### config.mk
export PLATFORM = sky130hd
export DESIGN_NAME = gpio_port
export DESIGN_NICKNAME = d
export VERILOG_FILES = /design/src/rtl/gpio_cfg_pkg.sv /design/src/rtl/gpio_mode_decode.sv /design/src/rtl/gpio_port_bank.sv /design/src/rtl/gpio_read_mux.sv /design/src/rtl/gpio_port.sv
export SDC_FILE = /design/constraint.sdc
export NUM_CORES = 1
export LEC_CHECK = 0
export BUFFER_PORTS_ARGS = -buffer_cell sky130_fd_sc_hd__clkbuf_2
export CAP_MARGIN = 20
export CORE_UTILIZATION = 47
export DETAILED_ROUTE_END_ITERATION = 8
export PLACE_DENSITY = 0.75
export SYNTH_ARGS = -nofsm -noshare
export SYNTH_HDL_FRONTEND = slang
export SYNTH_SLANG_ARGS = --single-unit
### constraint.sdc
create_clock -name clk -period 1.1 [get_ports clk]
set_clock_uncertainty 0.15 [all_clocks]
set_input_delay 0.11 -clock clk [delete_from_list [all_inputs] [get_ports clk]]
set_output_delay 0.11 -clock clk [all_outputs]
set_load 0.01 [all_outputs]
### src/rtl/gpio_cfg_pkg.sv
package gpio_cfg_pkg;

  localparam int ADDR_W = 2;

  typedef enum logic [ADDR_W-1:0] {
    SEL_CTRL_A = 2'd0,
    SEL_DATA_A = 2'd1,
    SEL_CTRL_B = 2'd2,
    SEL_DATA_B = 2'd3
  } reg_sel_e;

  typedef enum logic [1:0] {
    MODE_PARK    = 2'd0,
    MODE_DRIVE   = 2'd1,
    MODE_SAMPLE  = 2'd2,
    MODE_DRIVE_X = 2'd3
  } pin_mode_e;

endpackage

### src/rtl/gpio_mode_decode.sv
module gpio_mode_decode #(
  parameter int PINS = 16
) (
  input  logic [2*PINS-1:0] mode_field,
  output logic [PINS-1:0]   in_mask,
  output logic [PINS-1:0]   out_mask
);
  import gpio_cfg_pkg::*;

  for (genvar i = 0; i < PINS; i++) begin : g_pin
    pin_mode_e code;
    assign code        = pin_mode_e'(mode_field[2*i +: 2]);
    assign in_mask[i]  = (code == MODE_SAMPLE);
    assign out_mask[i] = (code == MODE_DRIVE) || (code == MODE_DRIVE_X);
  end

endmodule

### src/rtl/gpio_port_bank.sv
module gpio_port_bank #(
  parameter int PINS  = 16,
  parameter int BUS_W = 32
) (
  input  logic              clk,
  input  logic              rst,
  input  logic              ctrl_we,
  input  logic              data_we,
  input  logic [BUS_W-1:0]  wdata,
  input  logic [PINS-1:0]   pins_i,
  output logic [2*PINS-1:0] ctrl_q,
  output logic [PINS-1:0]   latch_q,
  output logic [PINS-1:0]   oe_q,
  output logic [PINS-1:0]   rd_val
);
  localparam int CTRL_W = 2 * PINS;

  logic [PINS-1:0] data_q;
  logic [PINS-1:0] in_mask_q;
  logic [PINS-1:0] dec_in;
  logic [PINS-1:0] dec_out;

  gpio_mode_decode #(.PINS(PINS)) u_dec (
    .mode_field (wdata[CTRL_W-1:0]),
    .in_mask    (dec_in),
    .out_mask   (dec_out)
  );

  always_ff @(posedge clk) begin
    if (rst) begin
      ctrl_q    <= '0;
      data_q    <= '0;
      in_mask_q <= '0;
      oe_q      <= '0;
      latch_q   <= '0;
    end else if (ctrl_we) begin
      ctrl_q    <= wdata[CTRL_W-1:0];
      in_mask_q <= dec_in;
      oe_q      <= dec_out;
      latch_q   <= data_q & dec_out;
    end else if (data_we) begin
      data_q    <= wdata[PINS-1:0];
      latch_q   <= wdata[PINS-1:0] & oe_q;
    end
  end

  assign rd_val = (pins_i & in_mask_q) | latch_q;

endmodule

### src/rtl/gpio_read_mux.sv
module gpio_read_mux #(
  parameter int A_PINS = 16,
  parameter int B_PINS = 4,
  parameter int BUS_W  = 32
) (
  input  gpio_cfg_pkg::reg_sel_e sel,
  input  logic [2*A_PINS-1:0]    ctrl_a,
  input  logic [A_PINS-1:0]      data_a,
  input  logic [2*B_PINS-1:0]    ctrl_b,
  input  logic [B_PINS-1:0]      data_b,
  output logic [BUS_W-1:0]       rd
);
  import gpio_cfg_pkg::*;

  always_comb begin
    rd = '0;
    unique case (sel)
      SEL_CTRL_A: rd[2*A_PINS-1:0] = ctrl_a;
      SEL_DATA_A: rd[A_PINS-1:0]   = data_a;
      SEL_CTRL_B: rd[2*B_PINS-1:0] = ctrl_b;
      SEL_DATA_B: rd[B_PINS-1:0]   = data_b;
      default:    rd = '0;
    endcase
  end

endmodule

### src/rtl/gpio_port.sv
module gpio_port #(
  parameter int A_PINS = 16,
  parameter int B_PINS = 4,
  parameter int BUS_W  = 32
) (
  input  logic                     clk,
  input  logic                     rst,
  input  logic [1:0]               addr,
  input  logic [BUS_W-1:0]         wr_data,
  input  logic                     wr_en,
  output logic [BUS_W-1:0]         rd_data,
  input  logic [A_PINS+B_PINS-1:0] pin_in,
  output logic [A_PINS+B_PINS-1:0] pin_out,
  output logic [A_PINS+B_PINS-1:0] pin_oe
);
  import gpio_cfg_pkg::*;

  localparam int TOTAL = A_PINS + B_PINS;

  reg_sel_e sel;
  assign sel = reg_sel_e'(addr);

  logic [2*A_PINS-1:0] ctrl_a;
  logic [2*B_PINS-1:0] ctrl_b;
  logic [A_PINS-1:0]   latch_a, oe_a, rd_a;
  logic [B_PINS-1:0]   latch_b, oe_b, rd_b;

  gpio_port_bank #(.PINS(A_PINS), .BUS_W(BUS_W)) u_bank_a (
    .clk     (clk),
    .rst     (rst),
    .ctrl_we (wr_en && sel == SEL_CTRL_A),
    .data_we (wr_en && sel == SEL_DATA_A),
    .wdata   (wr_data),
    .pins_i  (pin_in[A_PINS-1:0]),
    .ctrl_q  (ctrl_a),
    .latch_q (latch_a),
    .oe_q    (oe_a),
    .rd_val  (rd_a)
  );

  gpio_port_bank #(.PINS(B_PINS), .BUS_W(BUS_W)) u_bank_b (
    .clk     (clk),
    .rst     (rst),
    .ctrl_we (wr_en && sel == SEL_CTRL_B),
    .data_we (wr_en && sel == SEL_DATA_B),
    .wdata   (wr_data),
    .pins_i  (pin_in[TOTAL-1:A_PINS]),
    .ctrl_q  (ctrl_b),
    .latch_q (latch_b),
    .oe_q    (oe_b),
    .rd_val  (rd_b)
  );

  gpio_read_mux #(.A_PINS(A_PINS), .B_PINS(B_PINS), .BUS_W(BUS_W)) u_rd (
    .sel    (sel),
    .ctrl_a (ctrl_a),
    .data_a (rd_a),
    .ctrl_b (ctrl_b),
    .data_b (rd_b),
    .rd     (rd_data)
  );

  assign pin_out = {latch_b, latch_a};
  assign pin_oe  = {oe_b, oe_a};

endmodule

==> results of run 1 <==
[what timing repair did]
item | in CTS | in global routing
hold buffers | 33 | 0
buffers inserted | 31 | 19
hold endpoints to repair | 120 | 0
gates resized for setup | 131 | 169
gates cloned | 1 | 0
pin swaps | 17 | 14
endpoints found under the setup margin | 72 | 85
[layout make-up]
type / instances / share of cell area (%)
Inverter: 2 / 0.0918
Multi-Input combinational cell: 441 / 31.5
Clock buffer: 18 / 5.23
Timing Repair Buffer: 266 / 28.2
Sequential cell: 120 / 30.7
Tap cell: 136 / 2.08
Antenna cell: 1 / 0.0306
Clock inverter: 13 / 2.11
[report_power, final]
part	leakage [nW]	switching (mW)	internal (mW)
Clock	0.285	2.21	3.53
Combinational	2.04	0.833	0.784
Sequential	1.01	0.124	4.51
[flip-flops by register name, indices dropped and copies added, names as in the netlist]
name / flops
u_bank_a.oe_q: 16
u_bank_a.latch_q: 16
u_bank_b.oe_q: 4
u_bank_b.ctrl_q: 8
u_bank_a.data_q: 16
u_bank_a.ctrl_q: 32
u_bank_b.in_mask_q: 4
u_bank_b.data_q: 4
u_bank_a.in_mask_q: 16
u_bank_b.latch_q: 4
[synthesized netlist by cell type, drive strengths merged, types with 3 or more instances]
master    n
mux2i     8
a32oi     6
a21oi   110
nand3b   14
nand3    27
nand2   164
o31ai     3
dfxtp   120
mux2      5
a211oi   22
nor2b     9
nor2     31
a311oi   12
buf      30
clkbuf   16
o22ai     4
and2     17
[kinds of logic (layout without fill, tap and decap cells)]
family	count (synthesis)	after routing	share of synthesized area (%)
AND/OR/NAND/NOR	268	268	24.1
flip-flops	120	120	48.5
other	0	1	0
AO/OA/AOI/OAI	160	160	19.1
buffers and inverters	48	299	5.63
multiplexers	13	13	2.75
[routing by layer]
metal	up-vias	GRT usage, %	share of wire, %
li1	2582	-	-
met1	2866	37.2	36
met2	429	56.4	50
met3	126	5.12	7.6
met4	0	19.7	6.1
met5	-	0	0
[final timing paths]
| path | start | to | slack, ns |
|---|---|---|---|
| min reg2reg | u_bank_a.ctrl_q[12] | u_bank_a.ctrl_q[12] | 0.31 |
| max | u_bank_a.in_mask_q[1] | rd_data[1] | -0.69 |
| max reg2reg | u_bank_a.ctrl_q[29] | u_bank_a.ctrl_q[29] | -0.17 |
| min | addr[1] | u_bank_b.oe_q[0] | -0.04 |
[tightest hold or removal path, cell delays in order]
cell	delay (ns)
buf_6	0.09
nand3b_1	0.11
buf_4	0.17
nand2_1	0.06
a21oi_1	0.05
==> flow_summary.toml, run 1 <==
[run_status]
run_status = "finished, violations left"
failed_checks = "negative hold slack, negative setup slack"

[die]
boundaryPins = 129
die_height_um = 105
floorplan_die_area_sq_um = 11000
placement_rows = 37
floorplan.initialDensity_pct = 48.2
core_region_area_sq_um = 10300
die_x_um = 105

[logic_synthesis]
yosys.area.top_type_share_pct = 48.5
netlist_area_sq_um = 4950
yosysUniqueCellTypes = 31
synth_warnings = 0
syn-instance-count = 609
cell_type_with_the_largest_total_area_after_synthesis = "dfxtp_1"
postSynth.topFlopCell = "dfxtp_1"
synth-seq-area-share_pct = 48.5
postSynthNetCount = 666
synth_area_leaders = "dfxtp_1, nand2_1, a21oi_1"
ys_async_sr_fraction_pct = 0
synth_enable_flop_cells = 0
ys_ff_latch = 120
avgSynthCellArea_sq_um = 8.14

[place]
number_of_port_buffers = 128
place.detailed.hpwl_mm = 10.4
post-place-ws_ns = -0.362
placed_cells = 888
gpl.final_weighted_congestion = 0.877
dpl_cell_area_sq_um = 6130

[pwr]
power.total_mw = 12.0
p_per_area_nw_per_um2 = 1470
ir_drop_v = 0.00109
leakage_power_total_nw = 3.34

[sta]
grt_setup_unrepaired = "true"
finalWorstPathRequiredPeriod_ns = 1.79
hold_viol = 3
setup_viol = 78
fin_crit_sh_pct = 163
final_critical_path_setup_slack_ns = -0.689
setup-tns-final_ns = -18.89
hold_slack_ns = -0.0412
max-slew-margin-rel_pct = 71.2
max_slew.worst_pin.slew_ns = 0.431
clock.fmax_mhz = 559
maxSlewViolCount = 0

[routing]
post_drt_via_cell_ratio = 6.02
detail_route.iter0.violations = 639
drc = 0
via_count = 6003
postRouteWirelength_mm = 20.2
detail-route-antenna-nets = 0
initial_drt_pass_iterations = 6
wire_per_inst_um = 20.3

[grt]
track_usage_pct = 32.4
global_route.overflow_total = 0
pin_count_of_the_biggest_net_entering_global_routing = 45
number_of_global_route_vias_before_repair = 5719
antenna_found_initial = 1
first_pass_grt_wire_length_mm = 27.8

[layout]
mostFrequentLayoutCells = "nand2_1, a21oi_1, dfxtp_2"
multi_input_area_sq_um = 2580
nets = 905
layout.core_utilization_pct = 79.6
ff_latch_area_sq_um = 2510
postLayoutCellArea_sq_um = 8180
drive_gt1_share_pct = 48.7
layout_commonest_cell = "nand2_1"
area_growth_pct = 65.1
layout.filler_cells = 547
instances_no_fill = 997

[critical_path]
setup.worst_path.start_class = "flop"
worstRegToRegCells = 3
setup.worst_path.end_class = "output pin"
path_depth = 3
worst_ep_arrival_time_ns = 1.53
critPathRequiredTime_ns = 0.84
timing.critical_path.max_delay_family = "compound AO/OA/AOI/OAI gates"
timing.critical_path.slowest_cell_delay_ns = 0.38
timing.critical_path.cells = "a2111oi_2, o32ai_2, clkbuf_2"
timing.critical_path.buf_inv = 1
crit_type = "reg -> out"
critical_path_peak_fanout = 2
cpMaxStageDelayCell = "a2111oi_2"

[clock_network]
ctsRootBufferMaster = "clkbuf_8"
cts_htree_levels = 4
cts-buffers-inserted = 17
clk_path_buf_depth = 2
cts_tree = "yes"
worst_skew_pair.late_latency_ns = 0.53
clk_transition_reported_paths_ns = 0.06
cts.sink_count = 120

[hold_path]
worstHoldPathCells = 5
hold_path_class = "in -> reg"

[job]
cap_violations = 0
(Power assumes the default switching activity.)
==> run 2, diff against run 1 <==
--- a/config.mk
+++ b/config.mk
@@ -5,11 +5,13 @@
 export SDC_FILE = /design/constraint.sdc
 export NUM_CORES = 1
 export LEC_CHECK = 0
+export ABC_AREA = 1
 export BUFFER_PORTS_ARGS = -buffer_cell sky130_fd_sc_hd__clkbuf_2
 export CAP_MARGIN = 20
-export CORE_UTILIZATION = 47
+export CORE_UTILIZATION = 48
 export DETAILED_ROUTE_END_ITERATION = 8
-export PLACE_DENSITY = 0.75
+export GPL_ROUTABILITY_DRIVEN = 0
+export PLACE_DENSITY = 0.76
 export SYNTH_ARGS = -nofsm -noshare
 export SYNTH_HDL_FRONTEND = slang
 export SYNTH_SLANG_ARGS = --single-unit
==> flow_summary.toml, run 2 <==
[grt]
pin_count_of_the_biggest_net_entering_global_routing = 54
antenna_found_initial = 0
global_route.overflow_total = 0
first_pass_grt_wire_length_mm = 26.6
number_of_global_route_vias_before_repair = 5407
track_usage_pct = 29.9

[place]
dpl_cell_area_sq_um = 6450
number_of_port_buffers = 128
place.detailed.hpwl_mm = 10.5
post-place-ws_ns = -0.266

[sta]
grt_setup_unrepaired = "true"
maxSlewViolCount = 0
setup_viol = 72
final_critical_path_setup_slack_ns = -0.482
hold_viol = 0
max-slew-margin-rel_pct = 79.9
max_slew.worst_pin.slew_ns = 0.301
clock.fmax_mhz = 632
finalWorstPathRequiredPeriod_ns = 1.58
fin_crit_sh_pct = 144

[logic_synthesis]
avgSynthCellArea_sq_um = 6.65
synth_simple_gate_area_share_pct = 33.3
synthTopCellsByCount = "nand2_1, dfxtp_1, a21oi_1, nor2_1, inv_1"
synth_warnings = 0
syn-instance-count = 799
post_synth_fa_ha_maj_area_fraction_pct = 0
netlist_area_sq_um = 5310
ys_async_sr_fraction_pct = 0
synth_enable_flop_cells = 0
ys_ff_latch = 120
yosys.area_share.xor_xnor_pct = 0
synth_compound_gate_area_share_pct = 12.1
cell_type_with_the_largest_total_area_after_synthesis = "dfxtp_1"
postSynth.topFlopCell = "dfxtp_1"
yosys.cell_count.top_type = "nand2_1"
synth-seq-area-share_pct = 45.2
yosys.area.top_type_share_pct = 45.2
post_synth_mux_area_share_pct = 0
largest_family_of_logic_cells_by_synthesized_area = "simple AND/OR/NAND/NOR gates"
synth_area_leaders = "dfxtp_1, nand2_1, a21oi_1"
postSynthNetCount = 856
yosysUniqueCellTypes = 19

[routing]
detail_route.iter0.violations = 474
drc = 2
via_count = 6115
postRouteWirelength_mm = 17.9
initial_drt_pass_iterations = 7
detail-route-antenna-nets = 0
post_drt_via_cell_ratio = 5.23
wire_per_inst_um = 15.3

[clock_network]
cts_htree_levels = 4
cts_tree = "yes"
worst_skew_pair.late_latency_ns = 0.52
cts.sink_count = 120
ctsRootBufferMaster = "clkbuf_8"
clk_transition_reported_paths_ns = 0.06
clk_path_buf_depth = 2
cts-buffers-inserted = 17

[pwr]
relative_contribution_of_the_clock_network_to_total_power_pct = 46.8
net_switching_mw = 3.05
ir_drop_v = 0.000843
share_of_total_power_in_sequential_cells_pct = 39.5
leakage_power_total_nw = 3.78
intPower_mw = 8.76
p_per_area_nw_per_um2 = 1440
power.combinational.fraction_pct = 13.6
power_switching_share_pct = 25.8

[layout]
layout.filler_cells = 755
ff_latch_area_sq_um = 2510
area_growth_pct = 54.0
registers.top_by_ff_count = "u_bank_a.ctrl_q"
mostFrequentLayoutCells = "nand2_1, a21oi_1, nor2_1"
postLayoutCellArea_sq_um = 8180
multi_input_area_sq_um = 2570
drive_gt1_share_pct = 36.4
largest_reg_flops = 32
antenna_cells = 0
layout_commonest_cell = "nand2_1"
nets = 1073

[run_status]
failed_checks = "design-rule violations, negative setup slack"
run_status = "finished, violations left"

[critical_path]
setup.worst_path.end_class = "output pin"
timing.critical_path.slowest_cell_delay_ns = 0.36
worst_ep_arrival_time_ns = 1.32
cpMaxStageDelayCell = "dfxtp_4"
critPathRequiredTime_ns = 0.84
setup.worst_path.start_class = "flop"
timing.critical_path.cells = "a21oi_4, o211ai_1, buf_2"
crit_type = "reg -> out"
critical_path_peak_fanout = 2

[job]
cap_violations = 0

[die]
core_region_area_sq_um = 10800
floorplan_die_area_sq_um = 11500
die_height_um = 107
boundaryPins = 129
placement_rows = 38
floorplan.initialDensity_pct = 49.2
die_x_um = 107

[hold_path]
hold_path_class = "in -> reg"
==> run 2: cell count changes in the layout (fill, tap and decap cells not counted), moves of 16 or more <==
| cell | delta |
|---|---|
| inv_2 | +16 |
| nand3_1 | +41 |
| nand2_1 | +85 |
| buf_2 | +19 |
| nor2_1 | +49 |
| buf_6 | -28 |
| inv_1 | +58 |
==> run 2: logic make-up (layout without fill, tap and decap cells) <==
kind of cell,count (synthesis),count (layout)
AOI/OAI and AO/OA,126,126
buffers and inverters,124,354
DFF,120,120
and+or+nand+nor,429,429
==> run 2: power by group through the flow <==
stage	combinational (mW)	sequential, mW	clock, mW
after global routing	1.74	4.68	5.79
after floorplan	0.621	4.72	0
after detailed placement	1.25	4.71	0
final	1.61	4.67	5.53
after global placement	1.24	4.71	0
after CTS	1.45	4.65	5.55
==> run 2: cell type report <==
cell class	instances	area share (%)
clock buffers	18	5.11
flip-flops and latches	120	30.6
well taps	140	2.14
clock inverters	14	2.14
repair buffers	246	25.1
inverters	76	3.49
multi-input cells	555	31.4
==> run 2: metrics by stage <==
step / setup TNS (ns) / utilization (%) / hold WS (ns) / power [mW] / instances
floorplan: -0.0920 / - / 0.104 / 5.35 / 799
global placement: -16.71 / 59.8 / 0.211 / 5.94 / 1070
detailed placement: -19.68 / 59.8 / 0.211 / 5.96 / 1070
CTS: -17.27 / 72.1 / -0.000115 / 11.6 / 1156
global route: -19.39 / 75.8 / 0.0216 / 12.2 / 1169
finish: -16.72 / 75.8 / 0.0102 / 11.8 / 1169
==> run 2: routing by layer <==
metal	vias to the layer above	GRT usage (%)	share of wire, %
met5	-	0	0
met4	0	10.4	2.7
met3	49	7.11	6.2
met2	276	49.8	50
met1	2831	37.7	41
li1	2959	-	-
==> run 2: repair_timing <==
action                                 CTS  global route
endpoints found under the hold margin  120             0
resized for setup                      118           141
setup endpoints to repair               72            73
pin swaps                               27            22
hold buffers                            34             0
buffers inserted                        22            16
==> run 2: worst max-delay path: cells and delay by family, from the launching register on <==
kind                   cells  cell delay [ns]
DFF                        1             0.36
buffers and inverters      1             0.15
AOI/OAI and AO/OA          2             0.29
==> run 2: path summary, 6_finish.rpt <==
kind	start	end	slack, ns	cells after the start
setup / recovery	u_bank_a.latch_q[6]	rd_data[6]	-0.48	3
hold / removal	addr[0]	u_bank_b.ctrl_q[5]	0.01	6
setup reg to reg	u_bank_a.latch_q[13]	u_bank_a.latch_q[13]	0.01	5
hold reg to reg	u_bank_a.ctrl_q[16]	u_bank_a.ctrl_q[16]	0.31	2
==> run 3, diff against run 2 <==
--- a/config.mk
+++ b/config.mk
@@ -8,10 +8,10 @@
 export ABC_AREA = 1
 export BUFFER_PORTS_ARGS = -buffer_cell sky130_fd_sc_hd__clkbuf_2
 export CAP_MARGIN = 20
-export CORE_UTILIZATION = 48
+export CORE_UTILIZATION = 53
 export DETAILED_ROUTE_END_ITERATION = 8
 export GPL_ROUTABILITY_DRIVEN = 0
-export PLACE_DENSITY = 0.76
+export PLACE_DENSITY = 0.79
 export SYNTH_ARGS = -nofsm -noshare
 export SYNTH_HDL_FRONTEND = slang
 export SYNTH_SLANG_ARGS = --single-unit
==> constraint.sdc (replaced) <==
create_clock -name clk -period 1.61 [get_ports clk]
set_clock_uncertainty 0.15 [all_clocks]
set_input_delay 0.161 -clock clk [delete_from_list [all_inputs] [get_ports clk]]
set_output_delay 0.161 -clock clk [all_outputs]
set_load 0.01 [all_outputs]
==> flow_summary.toml, run 3 (synthesis gave the netlist of run 2 again) <==
[grt]
global_route.overflow_total = 0
number_of_global_route_vias_before_repair = 5143
pin_count_of_the_biggest_net_entering_global_routing = 93
antenna_found_initial = 0
first_pass_grt_wire_length_mm = 24.7
track_usage_pct = 30.9

[critical_path]
timing.critical_path.max_delay_family = "flip-flops"
timing.critical_path.buf_inv = 1
worst_ep_arrival_time_ns = 1.33
timing.critical_path.slowest_cell_delay_ns = 0.36
critical_path_peak_fanout = 2
setup.worst_path.end_class = "output pin"
cpMaxStageDelayCell = "dfxtp_2"
setup.worst_path.start_class = "flop"
crit_type = "reg -> out"
timing.critical_path.cells = "a21oi_2, o211ai_1, buf_2"
critPathRequiredTime_ns = 1.30

[routing]
initial_drt_pass_iterations = 4
wire_per_inst_um = 14.4
drc = 0
detail_route.iter0.violations = 340
via_count = 5778
detail-route-antenna-nets = 0
post_drt_via_cell_ratio = 5.21
postRouteWirelength_mm = 16.0

[run_status]
failed_checks = "negative setup slack"
run_status = "finished, violations left"

[clock_network]
worst_skew_pair.late_latency_ns = 0.52
cts_htree_levels = 4
cts_tree = "yes"
clk_path_buf_depth = 2
cts.sink_count = 120
cts-buffers-inserted = 17
ctsRootBufferMaster = "clkbuf_8"
clk_transition_reported_paths_ns = 0.06

[sta]
finalWorstPathRequiredPeriod_ns = 1.64
fin_crit_sh_pct = 102
final_critical_path_setup_slack_ns = -0.0329
hold_viol = 0
setup_viol = 2
grt_setup_unrepaired = "true"
max_slew.worst_pin.slew_ns = 0.435
clock.fmax_mhz = 609
setup-tns-final_ns = -0.0477
maxSlewViolCount = 0
max-slew-margin-rel_pct = 71.0

[pwr]
p_per_area_nw_per_um2 = 1110
power.total_mw = 8.05
net_switching_mw = 2.03
leakage_power_total_nw = 3.33
power.combinational.fraction_pct = 10.9
relative_contribution_of_the_clock_network_to_total_power_pct = 49.7
intPower_mw = 6.02
power_switching_share_pct = 25.2
ir_drop_v = 0.000859
share_of_total_power_in_sequential_cells_pct = 39.4

[layout]
registers.top_by_ff_count = "u_bank_a.ctrl_q"
drive_gt1_share_pct = 24.0
antenna_cells = 0
largest_reg_flops = 32
layout.filler_cells = 799
nets = 1020
mostFrequentLayoutCells = "nand2_1, clkbuf_2, dfxtp_1"
area_growth_pct = 35.9
layout_commonest_cell = "nand2_1"

[die]
die_height_um = 102
die_x_um = 102
floorplan_die_area_sq_um = 10400
floorplan.initialDensity_pct = 54.6
placement_rows = 36
boundaryPins = 129
core_region_area_sq_um = 9730

[job]
cap_violations = 0

[place]
place.detailed.hpwl_mm = 9.57
number_of_port_buffers = 128

[hold_path]
hold_path_class = "in -> reg"
## run 3: cell count changes in the layout (fill, tap and decap cells not counted), moves of 10 or more
cell	delta
dfxtp_1	+56
buf_2	-24
dfxtp_2	-52
buf_4	-38
nand2_1	+10
buf_6	-45
nand2_2	-10
clkbuf_2	+64
## run 3: through the flow
stage	std cells	setup slack [ns]	hold WS [ns]	cell area, sq um	utilization (%)
global placement	1039	0.122	0.264	6160	63.3
floorplan	799	0.376	0.155	5310	-
global route	1109	-0.0597	0.101	7220	74.2
CTS	1107	-0.0310	0.0243	7170	73.7
finish	1109	-0.0329	0.0305	7220	74.2
detailed placement	1039	0.0790	0.267	6160	63.3
## run 3: area by class of cell
type | count | area, sq um | area share [%]
Multi-Input combinational cell | 555 | 2450 | 34.0
Timing Repair Buffer | 193 | 1270 | 17.5
Clock inverter | 13 | 194 | 2.68
Clock buffer | 19 | 432 | 5.98
Inverter | 76 | 285 | 3.95
Tap cell | 133 | 166 | 2.30
Sequential cell | 120 | 2430 | 33.6
## run 3: what timing repair did
action	CTS	global route
hold buffers	35	0
endpoints found under the hold margin	115	0
buffers inserted	1	2
pin swaps	2	9
gates resized for setup	14	34
setup endpoints to repair	8	11
## run 3: path summary, 6_finish.rpt
path | from | endpoint | slack [ns] | cells past startpoint
worst max register to register | u_bank_a.latch_q[4] | u_bank_a.latch_q[4] | 0.64 | 4
worst min-delay path | addr[0] | u_bank_b.data_q[0] | 0.03 | 5
worst min register to register | u_bank_a.ctrl_q[16] | u_bank_a.ctrl_q[16] | 0.31 | 2
worst max-delay path | u_bank_a.in_mask_q[4] | rd_data[4] | -0.03 | 3
## run 3: routing by layer
metal	global-route usage, %	share of wire (%)	vias to the layer above
li1	-	-	2852
met1	39.2	44	2673
met2	52.2	48	227
met3	5.68	6.2	26
met4	12.0	1.9	0
met5	0	0	-
## run 3: tightest hold or removal path: cells and delay by family
kind | cells | cell delay [ns]
buffers and inverters | 2 | 0.25
AO/OA/AOI/OAI | 1 | 0.06
AND/OR/NAND/NOR | 2 | 0.17
## run 3: power groups by stage
stage                     clock, mW  sequential (mW)  combinational, mW
after floorplan                   0             3.23              0.421
after global placement            0             3.22              0.760
after detailed placement          0             3.22              0.768
after CTS                      4.01             3.16              0.854
after global routing           4.15             3.18              0.968
final                          4.00             3.17              0.876
